--- config.mk ---
export PLATFORM = sky130hd
export DESIGN_NAME = tuner_serial_ctrl
export DESIGN_NICKNAME = d
export VERILOG_FILES = /design/src/rtl/tsc_pkg.sv /design/src/rtl/tsc_sync.sv /design/src/rtl/tsc_frame.sv /design/src/rtl/tsc_regs.sv /design/src/rtl/tsc_dout.sv /design/src/rtl/tuner_serial_ctrl.sv
export SDC_FILE = /design/constraint.sdc
export NUM_CORES = 1
export LEC_CHECK = 0
export ABC_CLOCK_PERIOD_IN_PS = 4100
export BUFFER_PORTS_ARGS = -buffer_cell sky130_fd_sc_hd__buf_4
export CAP_MARGIN = 20
export CORE_MARGIN = 2
export CORE_UTILIZATION = 35
export CTS_BUF_LIST = sky130_fd_sc_hd__clkbuf_4 sky130_fd_sc_hd__clkbuf_8
export DETAILED_ROUTE_END_ITERATION = 6
export GPL_ROUTABILITY_DRIVEN = 0
export PLACE_DENSITY = 0.53
export SYNTH_ARGS = -nofsm -noshare
export SYNTH_HDL_FRONTEND = slang
export SYNTH_HIERARCHICAL = 1
export SYNTH_SLANG_ARGS = --single-unit
--- constraint.sdc ---
create_clock -name clk -period 4.1 [get_ports clk]
set_input_delay 0.615 -clock clk [delete_from_list [all_inputs] [get_ports clk]]
set_output_delay 0.615 -clock clk [all_outputs]
set_load 0.05 [all_outputs]
--- src/rtl/tsc_pkg.sv ---
package tsc_pkg;

  // Mode codes carried by the two address bits
  typedef enum logic [1:0] {
    MODE_TEST = 2'd0,
    MODE_READ = 2'd1,
    MODE_WRA  = 2'd2,
    MODE_WRB  = 2'd3
  } mode_e;

  // Idle output control codes held in register B
  typedef enum logic [1:0] {
    DOC_REL0  = 2'd0,
    DOC_REL1  = 2'd1,
    DOC_LOCK  = 2'd2,
    DOC_IFEND = 2'd3
  } doc_e;

  // Field positions that other logic decodes
  localparam int unsigned SEL_HI   = 1;   // test register: write-A steering
  localparam int unsigned SEL_LO   = 0;
  localparam int unsigned OS_HI    = 18;  // register A: output select
  localparam int unsigned OS_LO    = 17;
  localparam int unsigned IFCS_BIT = 20;  // register A: IF count start flag
  localparam int unsigned DOC_HI   = 20;  // register B: idle output control
  localparam int unsigned DOC_LO   = 19;

  localparam logic [1:0] OS_STOP = 2'b11;

endpackage

--- src/rtl/tsc_sync.sv ---
module tsc_sync #(
  parameter int unsigned WIDTH  = 1,
  parameter int unsigned STAGES = 2
) (
  input  logic             clk,
  input  logic             rst_n,
  input  logic [WIDTH-1:0] async_i,
  output logic [WIDTH-1:0] sync_o
);

  logic [STAGES-1:0][WIDTH-1:0] chain_q;
  logic [STAGES-1:0][WIDTH-1:0] chain_nx;

  generate
    if (STAGES == 1) begin : g_single
      always_comb chain_nx = async_i;
    end else begin : g_multi
      always_comb chain_nx = {chain_q[STAGES-2:0], async_i};
    end
  endgenerate

  always_ff @(posedge clk or negedge rst_n) begin
    if (!rst_n) begin
      chain_q <= '0;
    end else begin
      chain_q <= chain_nx;
    end
  end

  assign sync_o = chain_q[STAGES-1];

endmodule

--- src/rtl/tsc_frame.sv ---
// Frame engine: address capture while deselected, data shift and bit
// count while selected, end-of-frame qualification.
module tsc_frame
  import tsc_pkg::*;
#(
  parameter int unsigned FRAME_W = 21
) (
  input  logic               clk,
  input  logic               rst_n,
  input  logic               sel_s,
  input  logic               sck_s,
  input  logic               dat_s,
  input  logic [FRAME_W-1:0] load_word,
  output mode_e              mode_o,
  output logic               active_o,
  output logic [FRAME_W-1:0] shift_o,
  output logic               done_o
);

  localparam int unsigned      CNT_W    = $clog2(FRAME_W + 2);
  localparam logic [CNT_W-1:0] CNT_FULL = CNT_W'(FRAME_W);
  localparam logic [CNT_W-1:0] CNT_SAT  = CNT_W'(FRAME_W + 1);

  logic               sel_d_q;
  logic               sck_d_q;
  logic [1:0]         addr_q,  addr_nx;
  logic [FRAME_W-1:0] shift_q, shift_nx;
  logic [CNT_W-1:0]   cnt_q,   cnt_nx;
  logic               sck_rise, sel_rise, sel_fall, is_read;
  logic               addr_en, shift_en;

  always_comb begin
    sck_rise = sck_s & ~sck_d_q;
    sel_rise = sel_s & ~sel_d_q;
    sel_fall = ~sel_s & sel_d_q;
    is_read  = (mode_e'(addr_q) == MODE_READ);
    addr_en  = sck_rise & ~sel_s;
    shift_en = sel_rise | (sck_rise & sel_s);

    addr_nx  = addr_q;
    shift_nx = shift_q;
    cnt_nx   = cnt_q;

    if (addr_en) begin
      addr_nx = {dat_s, addr_q[1]};
    end

    if (sel_rise) begin
      shift_nx = is_read ? load_word : '0;
      cnt_nx   = '0;
    end else if (shift_en) begin
      shift_nx = {shift_q[FRAME_W-2:0], (is_read ? 1'b0 : dat_s)};
      if (cnt_q != CNT_SAT) begin
        cnt_nx = cnt_q + 1'b1;
      end
    end
  end

  always_ff @(posedge clk or negedge rst_n) begin
    if (!rst_n) begin
      sel_d_q <= 1'b0;
      sck_d_q <= 1'b0;
      addr_q  <= '0;
      shift_q <= '0;
      cnt_q   <= '0;
    end else begin
      sel_d_q <= sel_s;
      sck_d_q <= sck_s;
      if (addr_en) begin
        addr_q <= addr_nx;
      end
      if (shift_en) begin
        shift_q <= shift_nx;
        cnt_q   <= cnt_nx;
      end
    end
  end

  assign mode_o   = mode_e'(addr_q);
  assign active_o = sel_d_q;
  assign shift_o  = shift_q;
  assign done_o   = sel_fall & (cnt_q == CNT_FULL);

endmodule

--- src/rtl/tsc_regs.sv ---
// Register bank: commit of complete frames, read completion,
// counter reset on leaving PLL stop.
module tsc_regs
  import tsc_pkg::*;
#(
  parameter int unsigned FRAME_W = 21
) (
  input  logic               clk,
  input  logic               rst_n,
  input  logic               done_i,
  input  mode_e              mode_i,
  input  logic [FRAME_W-1:0] word_i,
  output logic [FRAME_W-1:0] reg_a_o,
  output logic [FRAME_W-1:0] reg_b_o,
  output logic [FRAME_W-1:0] reg_t_o,
  output logic               ctr_rst_o,
  output logic               ifc_rst_o
);

  logic [FRAME_W-1:0] a_q, a_nx;
  logic [FRAME_W-1:0] b_q, b_nx;
  logic [FRAME_W-1:0] t_q, t_nx;
  logic               ctr_q, ctr_nx;
  logic               ifr_q, ifr_nx;
  logic               steer_b;
  logic               leave_stop;

  always_comb begin
    a_nx       = a_q;
    b_nx       = b_q;
    t_nx       = t_q;
    ctr_nx     = 1'b0;
    ifr_nx     = 1'b0;
    steer_b    = (t_q[SEL_HI:SEL_LO] != 2'b00);
    leave_stop = (a_q[OS_HI:OS_LO] == OS_STOP) && (word_i[OS_HI:OS_LO] != OS_STOP);

    if (done_i) begin
      case (mode_i)
        MODE_TEST: t_nx = word_i;
        MODE_READ: begin
          a_nx[IFCS_BIT] = 1'b0;
          ifr_nx         = 1'b1;
        end
        MODE_WRA: begin
          if (steer_b) begin
            b_nx = word_i;
          end else begin
            a_nx   = word_i;
            ctr_nx = leave_stop;
          end
        end
        default: b_nx = word_i;
      endcase
    end
  end

  always_ff @(posedge clk or negedge rst_n) begin
    if (!rst_n) begin
      a_q   <= '0;
      b_q   <= '0;
      t_q   <= '0;
      ctr_q <= 1'b0;
      ifr_q <= 1'b0;
    end else begin
      if (done_i) begin
        a_q <= a_nx;
        b_q <= b_nx;
        t_q <= t_nx;
      end
      ctr_q <= ctr_nx;
      ifr_q <= ifr_nx;
    end
  end

  assign reg_a_o   = a_q;
  assign reg_b_o   = b_q;
  assign reg_t_o   = t_q;
  assign ctr_rst_o = ctr_q;
  assign ifc_rst_o = ifr_q;

endmodule

--- src/rtl/tsc_dout.sv ---
// Output pin steering: read data in a frame, released in write frames
// , open-drain status between frames.
module tsc_dout
  import tsc_pkg::*;
(
  input  logic       active_i,
  input  mode_e      mode_i,
  input  logic       msb_i,
  input  logic [1:0] doc_i,
  input  logic       lock_i,
  input  logic       ifdone_i,
  output logic       dat_o,
  output logic       oe_o
);

  always_comb begin
    dat_o = 1'b0;
    oe_o  = 1'b0;
    if (active_i) begin
      if (mode_i == MODE_READ) begin
        oe_o  = 1'b1;
        dat_o = msb_i;
      end
    end else begin
      case (doc_e'(doc_i))
        DOC_LOCK:  oe_o = lock_i;
        DOC_IFEND: oe_o = ifdone_i;
        default:   oe_o = 1'b0;
      endcase
    end
  end

endmodule

--- src/rtl/tuner_serial_ctrl.sv ---
module tuner_serial_ctrl
  import tsc_pkg::*;
#(
  parameter int unsigned FRAME_W     = 21,
  parameter int unsigned SYNC_STAGES = 2,
  parameter int unsigned RST_STAGES  = 2
) (
  input  logic               clk,
  input  logic               rst_n,
  input  logic               sif_sel_i,
  input  logic               sif_clk_i,
  input  logic               sif_dat_i,
  output logic               sif_dat_o,
  output logic               sif_oe_o,
  input  logic [FRAME_W-1:0] stat_word_i,
  input  logic               pll_lock_i,
  input  logic               ifc_done_i,
  output logic [FRAME_W-1:0] tune_a_o,
  output logic [FRAME_W-1:0] tune_b_o,
  output logic [FRAME_W-1:0] test_o,
  output logic               ctr_reset_o,
  output logic               ifc_restart_o
);

  localparam int unsigned PIN_W = 3;

  logic                 rst_n_s;
  logic [PIN_W-1:0]     pins_s;
  mode_e                xfer_mode;
  logic                 xfer_act;
  logic [FRAME_W-1:0]   xfer_word;
  logic                 xfer_done;

  // Reset: asserted asynchronously, released on the clock
  tsc_sync #(.WIDTH(1), .STAGES(RST_STAGES)) u_rst_sync (
    .clk     (clk),
    .rst_n   (rst_n),
    .async_i (1'b1),
    .sync_o  (rst_n_s)
  );

  tsc_sync #(.WIDTH(PIN_W), .STAGES(SYNC_STAGES)) u_pin_sync (
    .clk     (clk),
    .rst_n   (rst_n_s),
    .async_i ({sif_sel_i, sif_clk_i, sif_dat_i}),
    .sync_o  (pins_s)
  );

  tsc_frame #(.FRAME_W(FRAME_W)) u_frame (
    .clk       (clk),
    .rst_n     (rst_n_s),
    .sel_s     (pins_s[2]),
    .sck_s     (pins_s[1]),
    .dat_s     (pins_s[0]),
    .load_word (stat_word_i),
    .mode_o    (xfer_mode),
    .active_o  (xfer_act),
    .shift_o   (xfer_word),
    .done_o    (xfer_done)
  );

  tsc_regs #(.FRAME_W(FRAME_W)) u_regs (
    .clk       (clk),
    .rst_n     (rst_n_s),
    .done_i    (xfer_done),
    .mode_i    (xfer_mode),
    .word_i    (xfer_word),
    .reg_a_o   (tune_a_o),
    .reg_b_o   (tune_b_o),
    .reg_t_o   (test_o),
    .ctr_rst_o (ctr_reset_o),
    .ifc_rst_o (ifc_restart_o)
  );

  tsc_dout u_dout (
    .active_i (xfer_act),
    .mode_i   (xfer_mode),
    .msb_i    (xfer_word[FRAME_W-1]),
    .doc_i    (tune_b_o[DOC_HI:DOC_LO]),
    .lock_i   (pll_lock_i),
    .ifdone_i (ifc_done_i),
    .dat_o    (sif_dat_o),
    .oe_o     (sif_oe_o)
  );

endmodule

# Word level (Yosys, flattened, before mapping)
# Index checks and enable logic that the tools add are counted.
# totals
regBits,103
inputBits,28
output_inout_bits,67
wordCells,67
# classes
add_sub_neg,1
eq_ne,10
mux,18
bitwise_logic,12
n_reduce_logical,11
# op_table
cell,n
$mux W21,4
$pmux W21 S2,1
$mux W5,2
$mux W1,9
$reduce_and A3 Y1,3
$eq A2 B2 Y1 const B,4
$and A1 B1 Y1,6
$reduce_bool A2 Y1,3
$add A5 B1 Y5 const B,1
$eq A5 B5 Y1 const B,1
$ne A5 B5 Y1 const B,1
$not A1 Y1,5
$ne A2 B2 Y1 const B,2
$pmux W1 S2,2
$reduce_and A2 Y1,2
$eq A2 B1 Y1 const B,1
$logic_not A2 Y1,1
$ne A2 B1 Y1 const B,1
$reduce_or A2 Y1,1
$logic_and A1 B1 Y1,1
$or A1 B1 Y1,1

# Logic depth before layout (Yosys ltp)
# Gate-level depths: netlist of the first run.
# depth
ltp_word,5
mapped_depth,7
ltp_nobuf,7

# Hierarchy
# Netlist of the first run, hierarchy kept.
# modules_own_cells
mod,n_inst,cells_each,area_per_inst_um2,seq_area_each_um2
tsc_regs,1,146,2588.7,1626.6
tsc_frame,1,143,1445.1,750.7
tsc_sync at u_pin_sync,1,6,150.1,150.1
tsc_sync at u_rst_sync,1,2,50.0,50.0
tsc_dout,1,5,38.8,0.0
tuner_serial_ctrl,1,1,3.8,0.0

# Worst setup path after synthesis of the first run
# OpenSTA, ideal clock, no wires.
# synth_path
path_kind,reg2out
start,"register u_regs.b_q[19], in the netlist u_regs/reg_b_o[19]"
end,output port sif_oe_o
t_arrival_ps,1510
slack_ps,1975
path_stages_with_launch,3
path_cell_list,dfrtp_1 > mux2i_1 > o21ai_1
# synth_via
elab_chain_cells,3
word_cells_on_any_way,4
classes_between,eq/ne (2); mux (2)
# synth_rtl
item,line_no,rtl
"start, declared",tsc_regs.sv:21,"logic [FRAME_W-1:0] b_q, b_nx;"
"start signal, assigned",tsc_regs.sv:67,b_q <= b_nx;
$eq A2 B2 Y1,tsc_dout.sv:25,case (doc_e'(doc_i))
$pmux W1 S2 *,tsc_dout.sv:25,
$mux W1 *,tsc_dout.sv:19,if (active_i) begin
"end, declared",tuner_serial_ctrl.sv:14,"output logic sif_oe_o,"
# Mark *: on every way between the ends. The rest lies on a longest branch, timed or not.

# Final worst setup path of the first run
# layout_path
start,"register u_frame.sel_d_q, in the netlist u_frame/active_o"
end,"register u_regs.t_q[5], in the netlist u_regs/reg_t_o[5]"
# layout_via
elab_chain_cells,3
# layout_rtl
item,line_no,rtl
"start, declared",tsc_frame.sv:24,logic sel_d_q;
"start signal, assigned",tsc_frame.sv:67,sel_d_q <= sel_s;
$and A1 B1 Y1,tsc_frame.sv:35,sel_fall = ~sel_s & sel_d_q;
$and A1 B1 Y1,tsc_frame.sv:82,assign done_o = sel_fall & (cnt_q == CNT_FULL);
named net xfer_done,tuner_serial_ctrl.sv:32,logic xfer_done;
$reduce_and A2 Y1 (no line),-,
"end signal, assigned",tsc_regs.sv:68,t_q <= t_nx;
"end, declared",tsc_regs.sv:22,"logic [FRAME_W-1:0] t_q, t_nx;"
# The timed path passes the listed nets, and every way through them passes these cells.
# A chain may end at the register's enable or synchronous reset.

==> results of run 1 <==
==> worst max path at each step <==
stage / from / end / slack (ns)
after floorplan: u_rst_sync/sync_o$_DFF_PN0_ / u_frame/active_o$_DFF_PN0_ / 1.02
after global placement: u_frame/cnt_q[1]$_DFFE_PN0P_ / u_regs/reg_t_o[1]$_DFFE_PN0P_ / 1.49
after detailed placement: u_frame/active_o$_DFF_PN0_ / u_regs/reg_t_o[2]$_DFFE_PN0P_ / 1.41
after CTS: u_frame/cnt_q[1]$_DFFE_PN0P_ / u_regs/reg_t_o[14]$_DFFE_PN0P_ / 1.37
after global routing: u_pin_sync/sync_o[2]$_DFF_PN0_ / u_regs/reg_t_o[7]$_DFFE_PN0P_ / 1.47
final: u_frame/active_o$_DFF_PN0_ / u_regs/reg_t_o[5]$_DFFE_PN0P_ / 1.61
==> final cells by class <==
class	count	area share (%)
Sequential cell	103	48.6
Timing Repair Buffer	98	14.3
Inverter	24	1.70
Clock buffer	13	3.02
Tap cell	147	3.46
Clock inverter	3	0.801
Multi-Input combinational cell	162	28.1
==> metal layers <==
layer	global-route usage, %	vias up	routed length (µm)
met5	0	-	0
met3	5.56	9	729
li1	-	1264	-
met1	20.7	1370	4390
met4	4.80	0	110
met2	23.4	82	4390
==> per-stage QoR <==
step / area, µm² / utilization, % / instances / hold WS, ns
floorplan: 4280 / - / 303 / 0.319
global placement: 5060 / 42.3 / 531 / 0.334
detailed placement: 5060 / 42.3 / 531 / 0.340
CTS: 5270 / 44.1 / 548 / 0.325
global route: 5310 / 44.4 / 550 / 0.317
finish: 5310 / 44.4 / 550 / 0.280
==> sequential cells by signal, summed over array words and instances (netlist names), 2 cells and up <==
| signal | flops |
|---|---|
| u_frame/cnt_q | 5 |
| u_frame/mode_o | 2 |
| u_frame/shift_o | 21 |
| u_pin_sync/chain_nx | 3 |
| u_pin_sync/sync_o | 3 |
| u_regs/reg_a_o | 21 |
| u_regs/reg_b_o | 21 |
| u_regs/reg_t_o | 21 |
==> timing repair <==
item                                    in CTS  in global routing
hold buffers                                 1                  0
endpoints found under the hold margin        2                  0
endpoints found under the setup margin       0                  0
buffers inserted                             0                  0
==> logic make-up after synthesis <==
kind of cell	count (synthesis)	synth area share, %
other	1	0.0877
adder cells (fa/ha/maj)	3	0.878
flip-flops	103	60.3
AO/OA/AOI/OAI	52	8.10
buffers and inverters	38	5.06
AND/OR/NAND/NOR	40	6.52
multiplexers	66	19.1
==> placed cells by master (no fill, tap or decap), types with 4 or more instances in the layout <==
cell and count:
o21ai_0 22, nand2b_1 5, a22oi_1 19, dfrtp_1 102, mux2_2 40, nor2_1 6, inv_1 24, nand2_1 5
mux2_4 20, clkbuf_8 10, buf_4 95, mux2_1 4
==> power groups by stage <==
| stage | registers (µW) | logic [µW] | clock network, µW |
|---|---|---|---|
| after floorplan | 1150 | 89.6 | 0 |
| after global placement | 1180 | 129 | 0 |
| after detailed placement | 1180 | 132 | 0 |
| after CTS | 1160 | 133 | 683 |
| after global routing | 1160 | 161 | 726 |
| final | 1150 | 142 | 648 |
==> impl_results.md, run 1 <==
* Top cells by count, synth: 103 x dfrtp_1, 40 x mux2_2, 24 x inv_1
* CP Data Arrival Time at 2.73 ns
* Leakage at 0.00256 µW
* ANT cells at 0
* CP Depth at 5
* Gate Count Post-Synth at 303
* Crit path cell chain: nand4_1 > nor2_1 > nor3b_4 > buf_8 > mux2_2
* Vias in the first global route at 2908
* Cell area after synthesis at 4280 µm²
* Die Area at 13100 µm²
* CTS-repair resized insts at 0
* Initial drt markers at 125
* # DRC at 0
* Post-Place Worst Slack at 1.41 ns
* Die height at 115 µm
* Max Root-Sink Buffers at 2
* Clk slew on worst S/H paths at 0.09 ns
* Fillers at 1129
* Fin crit share at 60.6%
* Final-report hold violation count at 0
* Total CTS buffers at 9
* CTS Root Cell: clkbuf_8
* Via count at 2725
* Row count at 40
* R2R setup slack at 1.61 ns
* Final setup fails at 0
* P_sw at 490 µW
* IO Count at 95
* Post-synth EDFFs at 0
* Power Internal at 1450 µW
* Slowest library cell on the worst path: dfrtp_1
* Count of state elements after synthesis at 103
* Layout cell share with drive strength beyond 1 at 45.2%
* CORE AREA at 12000 µm²
* Mapped Avg Cell Area at 14.1 µm²
* VDD IR max at 0.000187 V
* Cell taking the most area after synthesis: dfrtp_1
* Asr flop ratio synth at 100%
* Kind of critical path: reg -> reg
* Max incr delay on CP at 0.62 ns
* Power Density at 365 nW/µm²
* Clock power frac at 33.4%
* Final Critical Period at 2.49 ns
* Max FO, Critical Path at 14
* Synth Flop Type: dfrtp_1
* Worst R2R Path Depth at 5
* CP Capture Type: flop
* Largest net degree at the start of global routing at 79
* Initial DRT Pass Iterations at 4
* Setup ws final at 1.61 ns
* Worst-Margin Slew at 0.954 ns
* Multi-input gate area at 1490 µm²
* YS warnings at 6
* Proportion of netlist area held by the largest area contributor at 60.3%
* First-pass GRT wire length at 15400 µm
* Req. time, crit path at 4.34 ns
* CTS tree: done
* Sw frac at 25.3%
* Routed Antenna Nets at 0
* H-tree levels at 3
* Total GRT Usage at 15.4%
* # port buffers at 94
* Distinct cells, synth at 46
* WL/cell at 17.5 µm
* Drt total wl at 9620 µm
* Crit path max-delay family: simple AND/OR/NAND/NOR gates
* Register area share after synthesis at 60.3%
* Max-Cap Viols at 0
* Power Total at 1940 µW
* Top post-synthesis cells by area: dfrtp_1 60%, mux2_2 11%, mux2_4 7.0%, a22oi_1 3.3%, o21ai_0 2.6%
* Most common cell in the netlist: dfrtp_1
* Clock skew at 0.00738 ns
* Grt ovf at 0
* Antenna violations before repair at 0
* Status: finished clean
* Vias per inst at 4.95
* Starting Density at 35.8%
* Max frequency at 402 MHz
* FF-to-FF End: u_regs/reg_t_o[5]$_DFFE_PN0P_
* Skew-Pair Late Insertion Delay at 0.36 ns
* CP Buf/Inv Count at 1
* Final Max Tran Viols at 0
* Normalized max-slew margin at 36.0%
* TNS Setup at 0 ns
* Seq pwr share at 59.3%
* Nets at 429
* CTS sink count at 103
* HP Class: reg -> async
* Area occupied by registers at 2580 µm²
* CP Launch Type: flop
* Chip Width at 115 µm
* Combinational share of power at 7.3%
* Post-DP HPWL at 6290 µm
* Synthesized Nets at 334
* RSZ-0062 raised after global routing: false
* Worst r2r src: u_frame/active_o$_DFF_PN0_
* Layout area overhead at 24.1%
Note: power is estimated with default switching activity, not from simulation.
==> run 2, diff against run 1 <==
Settings changed: ABC_CLOCK_PERIOD_IN_PS 4100 to 2350.
Clock period 4.1 ns to 2.35 ns, I/O delays scaled along.
==> run 2 against run 1 <==
  * First-iteration DRC count rose by 16%
  * Clock-buffer cell count fell by 3
  * Highest routed layer unchanged
  * Clock skew rose by 0.0045 ns
  * Flip-flop and latch count did not move
  * Die area did not move
  * Critical endpoint is now u_regs/reg_b_o[8]$_DFFE_PN0P_
  * Design area fell by 0.19%
  * Non-clock buffer count rose by 3
  * Cell count rose by 0.55%
  * Utilization fell by 0.084 points
  * Sequential power rose by 75%
  * Critical path type unchanged
  * Via count rose by 0.51%
  * Critical path depth fell by 1
==> impl_results.md, run 2 (same netlist as run 1, synthesis figures left out) <==
* Max-Cap Viols at 0
* Post-Place Worst Slack at 0.141 ns
* Setup ws final at 0.279 ns
* RSZ-0062 raised after global routing: false
* CTS Root Cell: clkbuf_8
* Fillers at 1111
* CP Data Arrival Time at 2.31 ns
* Placed cell count at 536
* Drt total wl at 9510 µm
* Initial DRT Pass Iterations at 4
* Die Area at 13100 µm²
* Row count at 40
* Skew-Pair Late Insertion Delay at 0.36 ns
* Final Max Tran Viols at 0
* Largest net degree at the start of global routing at 44
* Max FO, Critical Path at 21
* Worst-Margin Slew at 0.865 ns
* Max frequency at 483 MHz
* Hold WS at 0.0958 ns
* VDD IR max at 0.000260 V
* ANT cells at 0
* Normalized max-slew margin at 42.3%
* Power Density at 616 nW/µm²
* TNS Setup at 0 ns
* Total CTS buffers at 9
* Fin cells at 553
* Vias per inst at 4.95
* Total GRT Usage at 15.1%
* Final Critical Period at 2.07 ns
* Final setup fails at 0
* HP Class: in -> reg
* Antenna violations before repair at 0
* Chip Width at 115 µm
* CORE AREA at 12000 µm²
* Layout cell share with drive strength beyond 1 at 45.8%
* Post-DP HPWL at 6430 µm
* # port buffers at 94
* Die height at 115 µm
* Area occupied by registers at 2580 µm²
* Vias in the first global route at 2770
* Kind of critical path: reg -> reg
* Commonest cells after routing, fill and taps aside: 102 x dfrtp_1, 99 x buf_4, 40 x mux2_2, 24 x inv_1, 22 x o21ai_0
* Multi-input gate area at 1500 µm²
* Status: finished clean
* Final-report hold violation count at 0
* CP Capture Type: flop
* H-tree levels at 3
* Initial drt markers at 145
* Starting Density at 35.8%
* Layout area overhead at 23.9%
* Fin crit share at 88.1%
* # DRC at 0
* WL/cell at 17.2 µm
* CTS sink count at 103
* CTS tree: done
* Routed Antenna Nets at 0
* Grt ovf at 0
* Req. time, crit path at 2.59 ns
* Nets at 432
* Max Root-Sink Buffers at 2
* Commonest non-fill, non-tap cell in the layout: dfrtp_1
* IO Count at 95
* Clock skew at 0.0119 ns
* First-pass GRT wire length at 15100 µm
* Clk slew on worst S/H paths at 0.10 ns
* Leakage at 0.00256 µW
* CP Launch Type: flop
* Via count at 2739
* Postcts setup bufs at 0
## run 2: final timing paths
| path | from | end | slack [ns] | depth (start not counted) |
|---|---|---|---|---|
| worst max-delay path | u_pin_sync/sync_o[2]$_DFF_PN0_ | u_regs/reg_b_o[8]$_DFFE_PN0P_ | 0.28 | 4 |
| worst min-delay path | sif_sel_i | u_pin_sync/chain_nx[5]$_DFF_PN0_ | 0.1 | 1 |
| worst max register to register | u_pin_sync/sync_o[2]$_DFF_PN0_ | u_regs/reg_b_o[8]$_DFFE_PN0P_ | 0.28 | 4 |
| worst min register to register | u_rst_sync/sync_o$_DFF_PN0_ | u_regs/reg_a_o[5]$_DFFE_PN0P_ | 0.33 | 0 |
| max in group asynchronous | u_rst_sync/sync_o$_DFF_PN0_ | u_regs/reg_a_o[14]$_DFFE_PN0P_ | 1.27 | 1 |
| min in group asynchronous | rst_n | u_rst_sync/sync_o$_DFF_PN0_ | 0.29 | 2 |
## run 2: final cells by class
class / count / area share, %
flip-flops and latches: 103 / 48.7
multi-input cells: 162 / 28.2
repair buffers: 101 / 14.6
well taps: 147 / 3.47
clock buffers: 10 / 2.48
inverters: 24 / 1.70
clock inverters: 6 / 0.826
## run 2: layer usage
layer  GRT usage [%]  part of all wire [%]  vias up
met3            4.50                   6.5        8
met4            4.47                  0.95        0
met5               0                     0        -
met1            21.6                    47     1368
li1                -                     -     1273
met2            22.3                    46       90
## run 2: where the power goes
group | internal, µW | switching [µW] | total [µW]
combinational | 121 | 128 | 249
clock | 404 | 604 | 1010
sequential | 1860 | 152 | 2010
## run 2: stage by stage
stage	cell area, µm²	power [µW]	util [%]
after floorplan	4280	2160	-
after global placement	5110	2280	42.7
after detailed placement	5110	2290	42.7
after CTS	5300	3320	44.3
after global routing	5300	3460	44.3
final	5300	3260	44.3
## run 2: critical path, cell delays in order, from the launching register on
cell	delay (ns)
dfrtp_1	0.53
nand2b_1	0.24
nor2_2	0.29
nand3_4	0.44
mux2_4	0.45
## run 2: what timing repair did
| action | 4_1_cts | 5_1_grt |
|---|---|---|
| setup endpoints to repair | 0 | 14 |
| gates resized for setup | 0 | 1 |
| hold endpoints to repair | 2 | 0 |
| hold buffers | 1 | 0 |
